--- src/rtl/wait_ack_pkg.sv ---
package wait_ack_pkg;

  // Half-clock phases between access row strobe and completion.
  function automatic logic [2:0] base_halves(input logic dtack, input logic [1:0] code);
    logic [2:0] h;
    if (dtack) begin
      case (code)
        2'b00:   h = 3'd0;
        2'b01:   h = 3'd2;
        2'b10:   h = 3'd1;
        default: h = 3'd3;
      endcase
    end else begin
      case (code)
        2'b00:   h = 3'd0;
        2'b01:   h = 3'd1;
        2'b10:   h = 3'd1;
        default: h = 3'd2;
      endcase
    end
    return h;
  endfunction

  // Wait convention codes 00/10 skip waiting on non-delayed accesses.
  function automatic logic skip_wait(input logic dtack, input logic [1:0] code,
                                     input logic delayed);
    return !dtack && !delayed && (code == 2'b00 || code == 2'b10);
  endfunction

  // Required half-phases: base plus two per extension clock.
  function automatic logic [7:0] need_halves(input logic [2:0] base, input logic [6:0] ext);
    return {5'd0, base} + {ext, 1'b0};
  endfunction

  // Pin level from convention and completion.
  function automatic logic pin_level(input logic dtack, input logic req, input logic done);
    return dtack ? !done : !(req && !done);
  endfunction

endpackage

--- src/rtl/wait_delay_track.sv ---
module wait_delay_track
  import wait_ack_pkg::*;
#(
  parameter int CNT_W = 4
) (
  input  logic             clk,
  input  logic             rst_n,
  input  logic             acc_req,
  input  logic             acc_ras,
  input  logic             wait_inc,
  input  logic [2:0]       base,
  input  logic             skip,
  output logic             dly_done,
  output logic [CNT_W-1:0] ext_cnt
);
  localparam logic [CNT_W-1:0] CNT_MAX = '1;

  logic [CNT_W-1:0] pos_cnt;
  logic [CNT_W-1:0] neg_cnt;
  logic [CNT_W:0]   elapsed;
  logic [7:0]       need;
  logic             pend;

  // Rising-edge phase counter while the row strobe is high.
  always_ff @(posedge clk or negedge rst_n) begin
    if (!rst_n)                             pos_cnt <= '0;
    else if (!acc_req)                      pos_cnt <= '0;
    else if (acc_ras && pos_cnt != CNT_MAX) pos_cnt <= pos_cnt + 1'b1;
  end

  // Falling-edge phase counter gives the half-clock points.
  always_ff @(negedge clk or negedge rst_n) begin
    if (!rst_n)                             neg_cnt <= '0;
    else if (!acc_req)                      neg_cnt <= '0;
    else if (acc_ras && neg_cnt != CNT_MAX) neg_cnt <= neg_cnt + 1'b1;
  end

  assign pend = acc_req && !dly_done;

  // Dynamic extension, one clock per sampled request while pending.
  always_ff @(posedge clk or negedge rst_n) begin
    if (!rst_n)                                       ext_cnt <= '0;
    else if (!acc_req)                                ext_cnt <= '0;
    else if (pend && wait_inc && ext_cnt != CNT_MAX)  ext_cnt <= ext_cnt + 1'b1;
  end

  assign elapsed  = {1'b0, pos_cnt} + {1'b0, neg_cnt};
  assign need     = need_halves(base, 7'(ext_cnt));
  assign dly_done = skip || (acc_ras && (8'(elapsed) >= need));

endmodule

--- src/rtl/burst_gap_track.sv ---
module burst_gap_track (
  input  logic       clk,
  input  logic       rst_n,
  input  logic       acc_req,
  input  logic       cas_any,
  input  logic [1:0] burst_code,
  input  logic       dly_done,
  output logic       primed,
  output logic       burst_wait
);
  logic hold_p;
  logic hold_n;
  logic gap_raw;

  // Burst phase opens after completion with column enables seen asserted.
  always_ff @(posedge clk or negedge rst_n) begin
    if (!rst_n)                   primed <= 1'b0;
    else if (!acc_req)            primed <= 1'b0;
    else if (dly_done && cas_any) primed <= 1'b1;
  end

  // Gap seen at the last rising edge.
  always_ff @(posedge clk or negedge rst_n) begin
    if (!rst_n)        hold_p <= 1'b0;
    else if (!acc_req) hold_p <= 1'b0;
    else               hold_p <= !cas_any;
  end

  // Gap seen at the last falling edge.
  always_ff @(negedge clk or negedge rst_n) begin
    if (!rst_n)        hold_n <= 1'b0;
    else if (!acc_req) hold_n <= 1'b0;
    else               hold_n <= !cas_any;
  end

  always_comb begin
    case (burst_code)
      2'b00:   gap_raw = 1'b0;
      2'b01:   gap_raw = !cas_any || hold_p;
      2'b10:   gap_raw = !cas_any || hold_n;
      default: gap_raw = !cas_any;
    endcase
  end

  assign burst_wait = primed && gap_raw;

endmodule

--- src/rtl/wait_ack_gen.sv ---
module wait_ack_gen
  import wait_ack_pkg::*;
#(
  parameter int NCAS  = 4,
  parameter int CNT_W = 4
) (
  input  logic            clk,
  input  logic            rst_n,
  input  logic            ack_mode,
  input  logic [1:0]      dly_code,
  input  logic [1:0]      burst_code,
  input  logic            acc_req,
  input  logic            acc_ras,
  input  logic            delayed_acc,
  input  logic [NCAS-1:0] cas_en,
  input  logic            wait_inc,
  output logic            hs_out
);
  logic             cas_any;
  logic [2:0]       base;
  logic             skip;
  logic             dly_done;
  logic [CNT_W-1:0] ext_cnt;
  logic             primed;
  logic             burst_wait;
  logic             acc_done;
  logic [NCAS-1:0]  cas_or;

  // Ripple OR of the column enables.
  generate
    for (genvar g = 0; g < NCAS; g++) begin : g_cas
      if (g == 0) begin : g_first
        assign cas_or[g] = cas_en[g];
      end else begin : g_rest
        assign cas_or[g] = cas_or[g-1] | cas_en[g];
      end
    end
  endgenerate

  assign cas_any = cas_or[NCAS-1];
  assign base    = base_halves(ack_mode, dly_code);
  assign skip    = skip_wait(ack_mode, dly_code, delayed_acc);

  wait_delay_track #(.CNT_W(CNT_W)) dly_i (
    .clk      (clk),
    .rst_n    (rst_n),
    .acc_req  (acc_req),
    .acc_ras  (acc_ras),
    .wait_inc (wait_inc),
    .base     (base),
    .skip     (skip),
    .dly_done (dly_done),
    .ext_cnt  (ext_cnt)
  );

  burst_gap_track gap_i (
    .clk        (clk),
    .rst_n      (rst_n),
    .acc_req    (acc_req),
    .cas_any    (cas_any),
    .burst_code (burst_code),
    .dly_done   (dly_done),
    .primed     (primed),
    .burst_wait (burst_wait)
  );

  assign acc_done = acc_req && dly_done && !burst_wait;
  assign hs_out   = pin_level(ack_mode, acc_req, acc_done);

endmodule

--- config.mk ---
export PLATFORM = sky130hd
export DESIGN_NAME = wait_ack_gen
export DESIGN_NICKNAME = d
export VERILOG_FILES = /design/src/rtl/wait_ack_pkg.sv /design/src/rtl/wait_delay_track.sv /design/src/rtl/burst_gap_track.sv /design/src/rtl/wait_ack_gen.sv
export SDC_FILE = /design/constraint.sdc
export NUM_CORES = 1
export LEC_CHECK = 0
export ABC_AREA = 1
export BUFFER_PORTS_ARGS = -buffer_cell sky130_fd_sc_hd__buf_2
export CORE_AREA = 3 3 50 52
export DETAILED_ROUTE_END_ITERATION = 6
export DIE_AREA = 0 0 53 55
export GPL_TIMING_DRIVEN = 0
export PLACE_DENSITY = 0.8
export SLEW_MARGIN = 20
export SYNTH_ARGS = -nofsm -noshare
export SYNTH_HDL_FRONTEND = slang
export SYNTH_HIERARCHICAL = 1
export SYNTH_SLANG_ARGS = --single-unit
--- constraint.sdc ---
create_clock -name clk -period 3.2 [get_ports clk]
set_input_delay 0 -clock clk [delete_from_list [all_inputs] [get_ports clk]]
set_output_delay 0 -clock clk [all_outputs]
set_load 0.03 [all_outputs]
==> flow_summary.json <==
{
  "r2r_slack_ns": -0.80,
  "insertion_delay_ns": 0.29,
  "htreeDepth": 1,
  "final_common_cell": "inv_1",
  "die_height_um": 55,
  "portBuffers": 15,
  "setup_viol": 6,
  "hold_class": "input port to register",
  "initial_core_util_pct": 59.3,
  "reg2reg_depth": 14,
  "critPathLaunch": "dly_i/neg_cnt[0]$_DFFE_NN0P_",
  "async_reset_ff_share_pct": 100,
  "antennaDiodeCount": 0,
  "critPathKind": "register to output pin",
  "first_iter_violations": 14,
  "peakVddDrop_mv": 0.262,
  "drive_gt1_share_pct": 23.9,
  "utilization_pct": 71.9,
  "synthesis.instances": 169,
  "grt_pass1_wl_um": 4180,
  "max_cap_viol_count": 0,
  "syn_to_final_growth_pct": 21.2,
  "clockBufferDepth": 2,
  "violations": "setup timing",
  "pwr_density_cell_nw_per_um2": 329,
  "placed_cells": 213,
  "track_usage_pct": 19.9,
  "ys_ff_latch": 15,
  "r2r_end": "gap_i/primed$_DFFE_PN0P_",
  "gp_congestion": 0.798,
  "antenna_found_initial": 0,
  "post-dp-hpwl_um": 2040,
  "via_count": 1132,
  "wl_um": 2670,
  "multiInputGateArea_um2": 826,
  "syn_area_um2": 1270,
  "cts_tree": "done",
  "ioPinCount": 16,
  "seqCellArea_um2": 375,
  "fp.coreArea_um2": 2150,
  "via_per_inst": 5.03,
  "finalMaxSlewViolations": 0,
  "crit_arrival_ns": 4.09,
  "synth_edf_count": 0,
  "hold_viol": 0,
  "timing.rr.start": "dly_i/neg_cnt[0]$_DFFE_NN0P_",
  "ant_nets": 0,
  "layout.cells.non_filler": 225,
  "root_buffer": "clkbuf_4",
  "ys.flop_type": "dfrtp_1",
  "required_ns": 3.20,
  "layout_setup_ws_ns": -0.892,
  "grt_pass1_vias": 1062,
  "worstPathMaxFanout": 3,
  "dr.pass1.iters": 4,
  "final_cell_mix": "inv_1, nand2_1, nor2_1, ha_1, buf_2",
  "synth-seq-area-share_pct": 29.5,
  "clkSinkCount": 15,
  "syn_avg_cell_area_um2": 7.54,
  "die-area_um2": 2920,
  "clock_skew_ns": 0.00519,
  "holdWs_ns": 0.0460,
  "start_kind": "register",
  "status": "finished, violations left",
  "nets": 235,
  "ys.warnings.count": 6,
  "die_w_um": 53,
  "critPathCaptureType": "output pin",
  "wl_per_cell_um": 11.9,
  "grt_max_degree": 16,
  "overflow": 0,
  "fill_cells": 175,
  "p_leak_nw": 0.834,
  "ys_types": 25,
  "critical_path.endpoint": "hs_out",
  "drc": 0,
  "clk_pin_slew_ns": 0.09,
  "cts_made_buffers": 3,
  "rsz0062_at_grt": "true",
  "num_rows": 17
}
layout make-up:
type / instances / area share [%]
clock buffers: 3 / 1.46
clock inverters: 1 / 0.324
flip-flops and latches: 15 / 24.3
inverters: 35 / 8.59
well taps: 28 / 2.27
repair buffers: 23 / 9.56
multi-input cells: 120 / 53.5
metrics by stage:
stage	setup WS (ns)	TNS [ns]	cell area, µm²	power (mW)
6_report	-0.892	-4.75	1540	0.508
5_1_grt	-0.989	-5.30	1540	0.541
3_5_place_dp	-0.760	-4.25	1400	0.368
2_1_floorplan	-0.518	-2.93	1290	0.323
4_1_cts	-0.866	-4.51	1520	0.507
3_3_place_gp	-0.709	-3.89	1400	0.357
cell usage after synthesis (2+ instances only):
cell type | number | area share (%)
nand4_1 | 2 | 0.98
nand2_1 | 34 | 10
nor3_1 | 4 | 1.6
dfrtn_1 | 5 | 9.8
o21ai_0 | 3 | 1.2
nor2_1 | 19 | 5.6
fa_1 | 2 | 3.1
nand3_2 | 4 | 3.1
ha_1 | 20 | 20
a21oi_1 | 9 | 3.5
nand3_1 | 8 | 3.1
dfrtp_1 | 10 | 20
a211oi_1 | 2 | 1.2
a21oi_2 | 2 | 1.4
xor2_1 | 3 | 2.1
inv_1 | 33 | 9.7
kinds of logic after synthesis:
family                   share of synthesized area [%]
AND/OR/NAND/NOR                                   25.4
AO/OA/AOI/OAI                                     8.94
buffers and inverters                             10.3
flip-flops                                        29.5
other                                            0.294
XOR/XNOR                                          2.75
adder cells (fa/ha/maj)                           22.8
per-layer routing:
layer  vias up  track usage, %  share of wire [%]
met5         -               0                  0
met1       518            21.4                 43
met2        23            39.7                 53
met4         0            8.09               0.60
met3         2            1.61                3.3
li1        589               -                  -
critical path, cell delays in order, from the launching register on:
cell and delay, ns:
dfrtn_1 0.44, ha_2 0.20, inv_2 0.04, fa_2 0.37, xnor2_2 0.15, ha_1 0.27
and3_1 0.14, nand2_1 0.05, nand2_1 0.06, nand2_2 0.07, nand2_4 0.08, nand2_2 0.05
nand2_2 0.07, nand3_4 0.06, buf_6 0.14
what timing repair did:
action	in CTS	in global routing
hold endpoints to repair	10	0
pin swaps	6	3
gates resized for setup	9	2
hold buffers	1	0
setup buffers	5	2
endpoints found under the setup margin	6	6
registers in the layout, summed over array words and instances (netlist names):
| name | count |
|---|---|
| dly_i/ext_cnt | 4 |
| gap_i/hold_n | 1 |
| gap_i/hold_p | 1 |
| dly_i/pos_cnt | 4 |
| gap_i/primed | 1 |
| dly_i/neg_cnt | 4 |
power breakdown:
| group | leakage (nW) | switching (mW) | internal, mW |
|---|---|---|---|
| clock network | 0.0177 | 0.0633 | 0.0464 |
| logic | 0.613 | 0.103 | 0.0834 |
| registers | 0.203 | 0.0111 | 0.201 |
| total | 0.834 | 0.177 | 0.331 |
how the worst min path moves through the flow:
| stage | from | end | slack, ns | cells after the start |
|---|---|---|---|---|
| after floorplan | rst_n | dly_i/ext_cnt[0]$_DFFE_PN0P_ | -0.30 | 0 |
| after global placement | rst_n | gap_i/hold_p$_DFF_PN0_ | -0.08 | 1 |
| after detailed placement | rst_n | gap_i/hold_p$_DFF_PN0_ | -0.08 | 1 |
| after CTS | acc_req | dly_i/pos_cnt[2]$_DFFE_PN0P_ | 0.04 | 3 |
| after global routing | acc_req | dly_i/ext_cnt[3]$_DFFE_PN0P_ | 0.05 | 3 |
| final | acc_req | dly_i/pos_cnt[2]$_DFFE_PN0P_ | 0.05 | 3 |
(Power assumes the default switching activity.)
